--- src/rtl/sram_ctrl_pkg.sv ---
package sram_ctrl_pkg;

   // Access phases; the encoding carries no meaning outside the sequencer.
   typedef enum logic [2:0] {
      PH_IDLE  = 3'd0,
      PH_READ  = 3'd1,
      PH_WTURN = 3'd2,
      PH_WDATA = 3'd3,
      PH_WHOLD = 3'd4,
      PH_RECOV = 3'd5
   } sram_phase_e;

   // Whole clock cycles covering a time limit, never less than one.
   function automatic int unsigned cyc_of(input int unsigned t_ps,
                                          input int unsigned clk_ps);
      int unsigned n;
      n = (t_ps + clk_ps - 1) / clk_ps;
      return (n < 1) ? 1 : n;
   endfunction

   function automatic int imax(input int a, input int b);
      return (a > b) ? a : b;
   endfunction

endpackage

--- src/rtl/sram_phase_timer.sv ---
// Loadable down counter; expired is high in the last cycle of a phase.
module sram_phase_timer #(
   parameter int CNT_W = 4
) (
   input  logic             clk,
   input  logic             rst_n,
   input  logic             load,
   input  logic [CNT_W-1:0] load_val,
   output logic             expired
);

   logic [CNT_W-1:0] cnt_q;

   always_ff @(posedge clk or negedge rst_n) begin
      if (!rst_n) begin
         cnt_q <= '0;
      end else if (load) begin
         cnt_q <= load_val;
      end else if (cnt_q != '0) begin
         cnt_q <= cnt_q - 1'b1;
      end
   end

   assign expired = (cnt_q == '0);

endmodule

--- src/rtl/sram_ctrl_seq.sv ---
// Phase sequencer: walks idle -> access phases -> recovery, and registers
// the memory control pins from the next phase so they leave flops directly.
module sram_ctrl_seq
   import sram_ctrl_pkg::*;
#(
   parameter int RD_CYC   = 10,
   parameter int TA_CYC   = 3,
   parameter int DW_CYC   = 7,
   parameter int HOLD_CYC = 1,
   parameter int REC_CYC  = 1,
   parameter int CNT_W    = 4
) (
   input  logic clk,
   input  logic rst_n,
   input  logic req_valid,
   input  logic req_write,
   output logic accept,
   output logic capture,
   output logic pin_ncs,
   output logic pin_nwe,
   output logic pin_noe,
   output logic pin_dq_oe,
   output logic done
);

   sram_phase_e      state_q, state_d;
   logic             tmr_load;
   logic [CNT_W-1:0] tmr_val;
   logic             tmr_exp;

   sram_phase_timer #(.CNT_W(CNT_W)) u_timer (
      .clk      (clk),
      .rst_n    (rst_n),
      .load     (tmr_load),
      .load_val (tmr_val),
      .expired  (tmr_exp)
   );

   always_comb begin
      state_d  = state_q;
      tmr_load = 1'b0;
      tmr_val  = '0;
      accept   = 1'b0;
      capture  = 1'b0;
      unique case (state_q)
         PH_IDLE: begin
            if (req_valid) begin
               accept   = 1'b1;
               tmr_load = 1'b1;
               if (req_write) begin
                  state_d = PH_WTURN;
                  tmr_val = CNT_W'(TA_CYC - 1);
               end else begin
                  state_d = PH_READ;
                  tmr_val = CNT_W'(RD_CYC - 1);
               end
            end
         end
         PH_READ: begin
            if (tmr_exp) begin
               capture  = 1'b1;
               state_d  = PH_RECOV;
               tmr_load = 1'b1;
               tmr_val  = CNT_W'(REC_CYC - 1);
            end
         end
         PH_WTURN: begin
            if (tmr_exp) begin
               state_d  = PH_WDATA;
               tmr_load = 1'b1;
               tmr_val  = CNT_W'(DW_CYC - 1);
            end
         end
         PH_WDATA: begin
            if (tmr_exp) begin
               state_d  = PH_WHOLD;
               tmr_load = 1'b1;
               tmr_val  = CNT_W'(HOLD_CYC - 1);
            end
         end
         PH_WHOLD: begin
            if (tmr_exp) begin
               state_d  = PH_RECOV;
               tmr_load = 1'b1;
               tmr_val  = CNT_W'(REC_CYC - 1);
            end
         end
         PH_RECOV: begin
            if (tmr_exp) state_d = PH_IDLE;
         end
         default: state_d = PH_IDLE;
      endcase
   end

   always_ff @(posedge clk or negedge rst_n) begin
      if (!rst_n) begin
         state_q   <= PH_IDLE;
         pin_ncs   <= 1'b1;
         pin_nwe   <= 1'b1;
         pin_noe   <= 1'b1;
         pin_dq_oe <= 1'b0;
         done      <= 1'b0;
      end else begin
         state_q   <= state_d;
         pin_ncs   <= !(state_d inside {PH_READ, PH_WTURN, PH_WDATA, PH_WHOLD});
         pin_nwe   <= !(state_d inside {PH_WTURN, PH_WDATA});
         pin_noe   <= (state_d != PH_READ);
         pin_dq_oe <= (state_d inside {PH_WDATA, PH_WHOLD});
         done      <= (state_d == PH_RECOV) && (state_q != PH_RECOV);
      end
   end

endmodule

--- src/rtl/sram_ctrl_datapath.sv ---
// Request latch and read capture register.
module sram_ctrl_datapath #(
   parameter int ADDR_W = 15,
   parameter int DATA_W = 8
) (
   input  logic              clk,
   input  logic              rst_n,
   input  logic              accept,
   input  logic              capture,
   input  logic [ADDR_W-1:0] req_addr,
   input  logic [DATA_W-1:0] req_wdata,
   input  logic [DATA_W-1:0] mem_dq_in,
   output logic [ADDR_W-1:0] addr_q,
   output logic [DATA_W-1:0] wdata_q,
   output logic [DATA_W-1:0] rdata_q
);

   always_ff @(posedge clk or negedge rst_n) begin
      if (!rst_n) begin
         addr_q  <= '0;
         wdata_q <= '0;
      end else if (accept) begin
         addr_q  <= req_addr;
         wdata_q <= req_wdata;
      end
   end

   always_ff @(posedge clk or negedge rst_n) begin
      if (!rst_n) begin
         rdata_q <= '0;
      end else if (capture) begin
         rdata_q <= mem_dq_in;
      end
   end

endmodule

--- src/rtl/sram_async_ctrl.sv ---
module sram_async_ctrl
   import sram_ctrl_pkg::*;
#(
   parameter int ADDR_W        = 15,
   parameter int DATA_W        = 8,
   parameter int CLK_PS        = 5000,
   parameter int T_RD_ACC_PS   = 50000,
   parameter int T_RD_CYC_PS   = 50000,
   parameter int T_WP_PS       = 45000,
   parameter int T_DS_PS       = 35000,
   parameter int T_TURN_PS     = 15000,
   parameter int T_WC_PS       = 50000,
   parameter int T_REC_PS      = 5000
) (
   input  logic              clk,
   input  logic              rst_n,
   input  logic              req_valid,
   input  logic              req_write,
   input  logic [ADDR_W-1:0] req_addr,
   input  logic [DATA_W-1:0] req_wdata,
   output logic [DATA_W-1:0] rsp_rdata,
   output logic              rsp_done,
   output logic [ADDR_W-1:0] mem_addr,
   output logic              mem_ncs,
   output logic              mem_nwe,
   output logic              mem_noe,
   output logic [DATA_W-1:0] mem_dq_out,
   output logic              mem_dq_oe,
   input  logic [DATA_W-1:0] mem_dq_in
);

   // Phase lengths in clock cycles.
   localparam int RD_CYC   = imax(int'(cyc_of(T_RD_ACC_PS, CLK_PS)),
                                  int'(cyc_of(T_RD_CYC_PS, CLK_PS)));
   localparam int WP_CYC   = int'(cyc_of(T_WP_PS, CLK_PS));
   localparam int DS_CYC   = int'(cyc_of(T_DS_PS, CLK_PS));
   localparam int TA_CYC   = int'(cyc_of(T_TURN_PS, CLK_PS));
   localparam int WC_CYC   = int'(cyc_of(T_WC_PS, CLK_PS));
   localparam int REC_CYC  = int'(cyc_of(T_REC_PS, CLK_PS));
   localparam int DW_CYC   = imax(DS_CYC, WP_CYC - TA_CYC);
   localparam int HOLD_CYC = imax(1, WC_CYC - TA_CYC - DW_CYC);
   localparam int LEN_MAX  = imax(imax(RD_CYC, DW_CYC),
                                  imax(imax(TA_CYC, HOLD_CYC), REC_CYC));
   localparam int CNT_W    = imax(1, $clog2(LEN_MAX + 1));

   // Elaboration-time parameter checks.
   if (ADDR_W < 1 || DATA_W < 1) begin : g_bad_width
      $error("sram_async_ctrl: address and data widths must be positive");
   end
   if (CLK_PS < 1) begin : g_bad_clk
      $error("sram_async_ctrl: clock period must be positive");
   end
   if (TA_CYC + DW_CYC < WP_CYC || DW_CYC < DS_CYC) begin : g_bad_wr
      $error("sram_async_ctrl: write windows do not cover pulse or setup");
   end

   logic accept, capture;

   sram_ctrl_seq #(
      .RD_CYC   (RD_CYC),
      .TA_CYC   (TA_CYC),
      .DW_CYC   (DW_CYC),
      .HOLD_CYC (HOLD_CYC),
      .REC_CYC  (REC_CYC),
      .CNT_W    (CNT_W)
   ) u_seq (
      .clk       (clk),
      .rst_n     (rst_n),
      .req_valid (req_valid),
      .req_write (req_write),
      .accept    (accept),
      .capture   (capture),
      .pin_ncs   (mem_ncs),
      .pin_nwe   (mem_nwe),
      .pin_noe   (mem_noe),
      .pin_dq_oe (mem_dq_oe),
      .done      (rsp_done)
   );

   sram_ctrl_datapath #(
      .ADDR_W (ADDR_W),
      .DATA_W (DATA_W)
   ) u_dp (
      .clk       (clk),
      .rst_n     (rst_n),
      .accept    (accept),
      .capture   (capture),
      .req_addr  (req_addr),
      .req_wdata (req_wdata),
      .mem_dq_in (mem_dq_in),
      .addr_q    (mem_addr),
      .wdata_q   (mem_dq_out),
      .rdata_q   (rsp_rdata)
   );

endmodule

--- config.mk ---
export PLATFORM = sky130hd
export DESIGN_NAME = sram_async_ctrl
export DESIGN_NICKNAME = d
export VERILOG_FILES = /design/src/rtl/sram_ctrl_pkg.sv /design/src/rtl/sram_phase_timer.sv /design/src/rtl/sram_ctrl_seq.sv /design/src/rtl/sram_ctrl_datapath.sv /design/src/rtl/sram_async_ctrl.sv
export SDC_FILE = /design/constraint.sdc
export NUM_CORES = 1
export LEC_CHECK = 0
export BUFFER_PORTS_ARGS = -buffer_cell sky130_fd_sc_hd__buf_2
export CAP_MARGIN = 20
export CORE_AREA = 8 8 65 78
export DETAILED_ROUTE_END_ITERATION = 12
export DIE_AREA = 0 0 73 86
export PLACE_DENSITY_LB_ADDON = 0.25
export SLEW_MARGIN = 10
export SYNTH_ARGS = -nofsm -noshare
export SYNTH_HDL_FRONTEND = slang
export SYNTH_HIERARCHICAL = 1
export SYNTH_SLANG_ARGS = --single-unit
export TNS_END_PERCENT = 20
--- constraint.sdc ---
create_clock -name clk -period 4.1 [get_ports clk]
set_input_delay 0.82 -clock clk [delete_from_list [all_inputs] [get_ports clk]]
set_output_delay 0.82 -clock clk [all_outputs]
set_load 0.01 [all_outputs]
* Yosys cells after proc, flatten, opt, wreduce, memory -nomap -nowiden
Cells that the tools add are included.
Widths: inputs -> output; s select.
** Storage, ports and cells
- Output and inout port bits :: 36
- Bits in registers :: 43
- Logic and storage cells :: 53
- Input bits :: 35
** Cells by class
- Multiplexer cells :: 18
- Reductions and logical operators :: 12
- Eq/ne operators :: 12
- Add/sub/neg operators :: 1
** Operator list (count)
- $mux 3 :: 6
- $mux 4 :: 4
- $pmux 3 s5 :: 1
- $eq 3x2->1 const B :: 4
- $eq 3x3->1 const B :: 4
- $pmux 4 s2 :: 1
- $reduce_bool 4->1 :: 2
- $eq 3x1->1 const B :: 2
- $reduce_bool 2->1 :: 3
- $logic_not 4->1 :: 1
- $mux 1 :: 4
- $reduce_or 4->1 :: 1
- $sub 4x1->4 const B :: 1
- $logic_not 3->1 :: 1
- $ne 3x1->1 const B :: 1
- $ne 3x3->1 const B :: 1
- $logic_not 1->1 :: 2
- $mux 2 :: 1
- $pmux 1 s2 :: 1
- $reduce_or 2->1 :: 1
- $logic_and 1x1->1 :: 1

* Logic depth before layout (Yosys ltp)
Gate-level depths: netlist of run 1.
- Depth after elaboration :: 6
- Mapped depth :: 10
- Depth with buffers taken out :: 8

* By module
The synthesis of run 1 kept the hierarchy.
** Modules (own cells, without submodules)
- sram_ctrl_datapath :: cells each 65, area an instance 1152.4 µm², times used 1, sequential area each 775.7 µm²
- sram_ctrl_seq :: cells each 51, area an instance 506.7 µm², times used 1, sequential area each 203.9 µm²
- sram_phase_timer :: cells each 22, area an instance 234.0 µm², times used 1, sequential area each 100.1 µm²

* Least setup slack after synthesis of run 1
No wires, ideal clock.
- Kind :: reg2reg
- Start point :: register u_seq.u_timer.cnt_q[0]
- End point :: register u_seq.u_timer.cnt_q[3]
- Data arrival time :: 2062 ps
- Setup slack :: 1912 ps
- Data required time :: 3974 ps
- Period minus slack after synthesis :: 2188 ps
- Cell stages (with the launch flop) :: 11
- Cell sequence :: dfrtp_1 > inv_1 > ha_1 > nor3b_4 > buf_4 > nand2_1 > a211o_1 > o21ai_1 > clkbuf_1 > nor3_1 > a221o_1
** On the way
- Word-level cells in the longest chain between the ends :: 4
** Ends and longest elaborated chain
- from (decl) :: line sram_phase_timer.sv:12 : logic [CNT_W-1:0] cnt_q;
- from (signal assigned) :: line sram_phase_timer.sv:18 : cnt_q <= load_val;
- from (signal assigned) :: line sram_phase_timer.sv:20 : cnt_q <= cnt_q - 1'b1;
- $logic_not 4->1 * :: line sram_phase_timer.sv:24 : assign expired = (cnt_q == '0);
- named net u_seq.tmr_exp :: line sram_ctrl_seq.sv:29 : logic tmr_exp;
- $mux 1 *
- $pmux 1 s2 * :: line sram_ctrl_seq.sv:45 : unique case (state_q)
- named net u_seq.tmr_load :: line sram_ctrl_seq.sv:27 : logic tmr_load;
- $mux 4 / $reduce_bool 2->1 (equally long branches)
The timed path passes the listed nets; every way through them passes the cells marked *. The select of a mux whose other input is x is not followed.
A chain may end at the register's enable or synchronous reset.

* Worst setup path in the final report of run 1
Ends and elaborated chain as after synthesis.

==> qor.csv, run 1 <==
stage,metric,value,unit
outcome,result of the run,completed,
final_layout,share of cells above drive strength 1,58.37,%
logic_synthesis,synthesized cell area,1893,µm²
cts,CTS HTree Levels,2,
sta,relative slew slack,38.04,%
sta,summed negative setup slack over all endpoints,0,ns
critical_path,kind of critical path,reg -> reg,
logic_synthesis,sequential area share after synthesis,57.04,%
cts,number of buffers on the longest clock path,2,
sta,number of hold violations in the final report,0,
critical_path,worst path cell trace,"inv_1, ha_1, nor3b_4, nand2_1, a211o_1, o21ai_1, nor3_1, a221o_1",
place,count of buffers from port buffering,70,
critical_path,CP max FO,12,
logic_synthesis,share of the synthesized area in the top cell type,52.88,%
grt,gr usage total,13.18,%
sta,top achievable clock speed,0.4011,GHz
logic_synthesis,number of flops mapped to enable cells by yosys,0,
final_layout,Final #Nets,244,
final_layout,utilization after layout,61.30,%
drt,DRT Wirelength,4.028,mm
logic_synthesis,register bit count reported by yosys,43,
sta,Final Setup Violations,0,
sta,RSZ-0062 raised after global routing,no,
critical_path,crit-path leading delay family,compound AO/OA/AOI/OAI gates,
drt,number of nets with antenna violations after routing,0,
logic_synthesis,Post-Syn Instances,138,
cts,# hold bufs at CTS,0,
place,placed instance count,255,
sta,fin crit share,60.81,%
critical_path,number of buffers and inverters on the critical path,1,
die,Chip Width,73,µm
logic_synthesis,library cell with the highest instance count after synthesis,sky130_fd_sc_hd__dfrtp_1,
logic_synthesis,number of distinct library cell variants in the gate-level netlist after synthesis,33,
power,Lkg Pwr,1.112,nW
logic_synthesis,syn nets,174,
logic_synthesis,Avg Inst Size Synth,13.72,µm²
logic_synthesis,asr flop ratio synth,100.0,%
cts,post-cts resize count,0,
cts,Setup Buffers After CTS,0,
place,HPWL after detailed placement,3.173,mm
die,number of standard-cell rows in the floorplan,25,
power,overall power of the completed layout,1.935,mW
final_layout,non-filler instance count after layout,263,
drt,DRC violations left,0,
power,Worst IR Drop VDD,0.4940,mV
drt,WL/cell,15.32,µm
critical_path,element type at the critical path end,flop,
min_path,kind of path behind the tightest hold check,reg -> reg,
critical_path,crit-path max cell delay,0.51,ns
critical_path,critical path launch point type,flop,
sta,worst slack on hold paths,0.5020,ns
cts,CTS Buf Count,5,
drt,first-pass iteration count of the detailed router,4,
die,core box area,3847,µm²
logic_synthesis,most used flip-flop cell after synthesis,sky130_fd_sc_hd__dfrtp_1,
grt,overflow left after global routing,0,
run,number of violations of the max-capacitance limit,0,
logic_synthesis,commonest cells in the netlist,"sky130_fd_sc_hd__dfrtp_1 (40), sky130_fd_sc_hd__mux2_2 (33), sky130_fd_sc_hd__nand2_1 (5), sky130_fd_sc_hd__nor2b_1 (5)",
cts,Clock Sink Count,43,
cts,cell at the root of the clock tree,sky130_fd_sc_hd__clkbuf_8,
logic_synthesis,synth top area cells,"sky130_fd_sc_hd__dfrtp_1 (53%), sky130_fd_sc_hd__mux2_2 (20%), sky130_fd_sc_hd__dfstp_2 (4.2%)",
sta,worst slew pin tran,0.9294,ns
drt,first-iteration detailed-routing DRC count,47,
cts,clock insertion delay at the later pin of the skew report,0.28,ns
grt,first-pass GRT wire length,6.451,mm
logic_synthesis,number of warnings reported in the yosys synthesis log,6,
grt,antenna violations before repair,0,
grt,via count of the first global-routing pass,1298,
final_layout,"Area growth, synth to finish",24.59,%
die,effective utilization at floorplan,49.20,%
critical_path,cell type of the slowest stage on the worst timing path,sky130_fd_sc_hd__nor3b_4,
critical_path,required time reported for the critical path endpoint,4.27,ns
cts,clock tree from TritonCTS,done,
die,number of top-level pins,71,
power,power density normalized to cell area,820.6,nW/µm²
final_layout,ant diodes,0,
grt,pin count of the biggest net entering global routing,44,
cts,clock transition at the registers of the reported paths,0.07,ns
drt,count of vias placed by the detailed router,1304,
sta,post-layout min period,2.493,ns
logic_synthesis,most area-hungry cell type in the Yosys netlist,sky130_fd_sc_hd__dfrtp_1,
die,die extent in y,86,µm
drt,post-DR vias/cell,4.958,
die,die area,6278,µm²
place,routability congestion estimate from global placement,0.7024,
critical_path,Critical Path AT,2.66,ns
sta,clk_skew,0.003113,ns
sta,fin. max-slew vios,0,
## sequential cells by signal, summed over array words and instances (netlist names)
register,flops
u_dp/addr_q,15
u_dp/rdata_q,8
u_dp/wdata_q,8
u_seq/done,1
u_seq/pin_dq_oe,1
u_seq/pin_ncs,1
u_seq/pin_noe,1
u_seq/pin_nwe,1
u_seq/state_q,3
u_seq/u_timer/cnt_q,4
## cell families after synthesis
logic type	share of synthesized area (%)
buf+inv	4.428
flops	57.04
fa+ha+maj	0.6608
xor+xnor	0.9255
mux	21.22
compound gates	5.552
simple gates	10.18
## cell usage in the layout, fill, tap and decap left out, types with 4 or more instances in the layout
cell type	count
sky130_fd_sc_hd__buf_2	70
sky130_fd_sc_hd__dfrtp_1	40
sky130_fd_sc_hd__mux2_2	33
sky130_fd_sc_hd__o21ai_1	4
sky130_fd_sc_hd__nor2b_1	5
sky130_fd_sc_hd__nor2_1	4
sky130_fd_sc_hd__clkbuf_8	7
sky130_fd_sc_hd__nand2_1	5
## final timing paths
kind | startpoint | end | slack [ns] | depth (start not counted)
setup / recovery | u_seq/u_timer/cnt_q[0] | u_seq/u_timer/cnt_q[3] | 1.61 | 8
hold / removal | u_dp/addr_q[5] | u_dp/addr_q[5] | 0.50 | 1
setup reg to reg | u_seq/u_timer/cnt_q[0] | u_seq/u_timer/cnt_q[3] | 1.61 | 8
hold reg to reg | u_dp/addr_q[5] | u_dp/addr_q[5] | 0.50 | 1
max in group asynchronous | rst_n | u_dp/addr_q[10] | 2.85 | 1
min in group asynchronous | rst_n | u_dp/wdata_q[3] | 0.67 | 1
## metal layers
layer / global-route usage, % / up-vias / part of all wire, %
met4: 4.380 / 0 / 0.74
met5: 0 / - / 0
met2: 23.39 / 42 / 53
met1: 13.92 / 633 / 38
met3: 4.667 / 4 / 7.8
li1: - / 625 / -
## power by group
group          switching (mW)  internal, mW  total, mW
clock                   0.126         0.154      0.279
sequential              0.149         0.644      0.793
combinational           0.412         0.451      0.863
total                   0.687          1.25       1.94
## layout make-up
class,count,area (µm²)
tap,54,67.56
fill,319,1489
clock buffer,8,100.1
timing repair buffer,72,365.4
multi-input combinational,83,734.5
sequential,43,1080
inverter,3,11.26
## through the flow
stage | setup WS (ns) | area (µm²)
floorplan | 1.912 | 1893
global placement | 1.838 | 2258
detailed placement | 1.639 | 2258
CTS | 1.629 | 2359
global route | 1.438 | 2359
finish | 1.607 | 2359
(Power assumes the default switching activity.)
==> run 2: changes to the inputs <==
CORE_AREA = 8 8 67 80   (was 8 8 65 78)
DIE_AREA = 0 0 75 88   (was 0 0 73 86)
clock period = 2.4 ns   (was 4.1 ns; I/O delays follow)
==> run 2 against run 1 <==
Power increased by 74%. Largest power group unchanged. Non-clock buffer count increased by 2. First-iteration DRC count increased by 23%. Sequential power increased by 69%. Combinational power increased by 75%. Fmax increased by 16%. Critical path type unchanged. Via count increased by 1.8%. Hold slack got worse by 0.17 ns.
==> qor.csv, run 2 (synthesized netlist as in run 1, its figures left out) <==
stage,metric,value,unit
grt,overflow left after global routing,0,
critical_path,element type at the critical path end,flop,
outcome,result of the run,completed,
sta,RSZ-0062 raised after global routing,no,
sta,relative slew slack,37.92,%
final_layout,ant diodes,0,
final_layout,non-filler instance count after layout,266,
sta,top achievable clock speed,0.4644,GHz
critical_path,CP startpoint,u_seq/u_timer/cnt_q[0],
sta,post-layout min period,2.154,ns
power,Worst IR Drop VDD,0.4871,mV
sta,Final Setup Violations,0,
critical_path,cell type of the slowest stage on the worst timing path,sky130_fd_sc_hd__dfrtp_1,
drt,first-pass iteration count of the detailed router,4,
cts,Clock Sink Count,43,
critical_path,number of buffers and inverters on the critical path,2,
cts,CTS HTree Levels,2,
final_layout,Final #Nets,246,
die,number of top-level pins,71,
drt,number of nets with antenna violations after routing,0,
critical_path,critical path launch point type,flop,
drt,WL/cell,15.25,µm
place,HPWL after detailed placement,3.180,mm
final_layout,register ranked first by flip-flop count,u_dp/addr_q,
cts,number of buffers on the longest clock path,2,
critical_path,slack of the worst reg-to-reg path,0.25,ns
cts,CTS Buf Count,5,
sta,summed negative setup slack over all endpoints,0,ns
sta,number of hold violations in the final report,0,
final_layout,"Area growth, synth to finish",25.84,%
final_layout,Regs by FF count,"u_dp/addr_q: 15 flops, u_dp/rdata_q: 8 flops, u_dp/wdata_q: 8 flops",
drt,DRC violations left,0,
final_layout,final-layout fill cell count,360,
final_layout,"commonest cells after routing, fill and taps aside","sky130_fd_sc_hd__buf_2 (70), sky130_fd_sc_hd__dfrtp_1 (40), sky130_fd_sc_hd__mux2_2 (33)",
grt,gr usage total,12.90,%
sta,fin. max-slew vios,0,
final_layout,max FFs per register,15,
cts,clock insertion delay at the later pin of the skew report,0.28,ns
cts,clock tree from TritonCTS,done,
critical_path,crit-path leading delay family,simple AND/OR/NAND/NOR gates,
die,core box area,4131,µm²
critical_path,CP max FO,8,
critical_path,required time reported for the critical path endpoint,2.57,ns
grt,first-pass GRT wire length,6.520,mm
final_layout,multi-input combinational cell area,738.2,µm²
critical_path,Critical Path AT,2.32,ns
place,count of buffers from port buffering,70,
drt,DRT Wirelength,4.057,mm
grt,via count of the first global-routing pass,1416,
sta,fin crit share,89.73,%
die,number of standard-cell rows in the floorplan,26,
sta,worst slack on hold paths,0.3319,ns
power,Lkg Pwr,1.124,nW
cts,clock transition at the registers of the reported paths,0.07,ns
critical_path,worst path cell trace,"inv_1, ha_1, nor3b_4, nand2b_1, nor3b_1, buf_4, mux2_2",
final_layout,Finished Cell Area,2382,µm²
min_path,kind of path behind the tightest hold check,in -> async,
run,number of violations of the max-capacitance limit,0,
die,die extent in y,88,µm
place,routability congestion estimate from global placement,0.7037,
final_layout,"leading cell type in the layout, fill and taps excluded",sky130_fd_sc_hd__buf_2,
critical_path,kind of critical path,reg -> reg,
place,placed instance count,259,
die,Chip Width,75,µm
power,power density normalized to cell area,1416,nW/µm²
final_layout,share of cells above drive strength 1,59.05,%
grt,antenna violations before repair,0,
cts,# hold bufs at CTS,0,
final_layout,area occupied by registers,1080,µm²
sta,clk_skew,0.003507,ns
drt,count of vias placed by the detailed router,1327,
cts,Setup Buffers After CTS,0,
die,effective utilization at floorplan,45.82,%
sta,worst slew pin tran,0.9312,ns
drt,first-iteration detailed-routing DRC count,58,
place,Area after DPL,2276,µm²
critical_path,Reg2Reg Launch Point,u_seq/u_timer/cnt_q[0],
grt,pin count of the biggest net entering global routing,44,
critical_path,crit-path max cell delay,0.39,ns
cts,post-cts resize count,0,
cts,cell at the root of the clock tree,sky130_fd_sc_hd__clkbuf_8,
drt,post-DR vias/cell,4.989,
die,die area,6600,µm²
-- run 2: cell type report --
cell class	count	share of cell area (%)
sequential	43	45.33
multi-input combinational	83	30.99
timing repair buffer	74	15.97
clock buffer	6	3.046
tap	56	2.941
clock inverter	1	1.261
inverter	3	0.4727
-- run 2: where the power goes --
| group | switching, mW | internal [mW] | total, mW |
|---|---|---|---|
| clock | 0.216 | 0.305 | 0.521 |
| sequential | 0.241 | 1.10 | 1.34 |
| combinational | 0.716 | 0.795 | 1.51 |
| total | 1.17 | 2.20 | 3.37 |
-- run 2: path summary, 6_finish.rpt --
kind	end	depth (start not counted)
hold reg to reg	u_dp/rdata_q[1]	1
setup / recovery	u_dp/rdata_q[2]	7
min in group clk	u_dp/rdata_q[5]	2
setup reg to reg	u_dp/rdata_q[2]	7
hold / removal	u_dp/wdata_q[5]	1
max in group asynchronous	u_seq/done	1
-- run 2: routing by layer --
metal  vias to the layer above  GRT usage, %  routed length [µm]  share of wire (%)
met2                        50         23.54                2200                 54
met4                         0         4.464                  57                1.4
met5                         -             0                   0                  0
li1                        623             -                   -                  -
met1                       646         12.77                1381                 34
met3                         8         4.811                 417                 10
-- run 2: per-stage QoR --
| stage | power (mW) | util (%) | worst slack (ns) |
|---|---|---|---|
| floorplan | 2.397 | - | 0.2121 |
| global placement | 2.800 | 55.09 | 0.2987 |
| detailed placement | 2.891 | 55.09 | 0.1817 |
| CTS | 3.419 | 57.57 | 0.1714 |
| global route | 3.644 | 57.66 | 0.1103 |
| finish | 3.374 | 57.66 | 0.2465 |
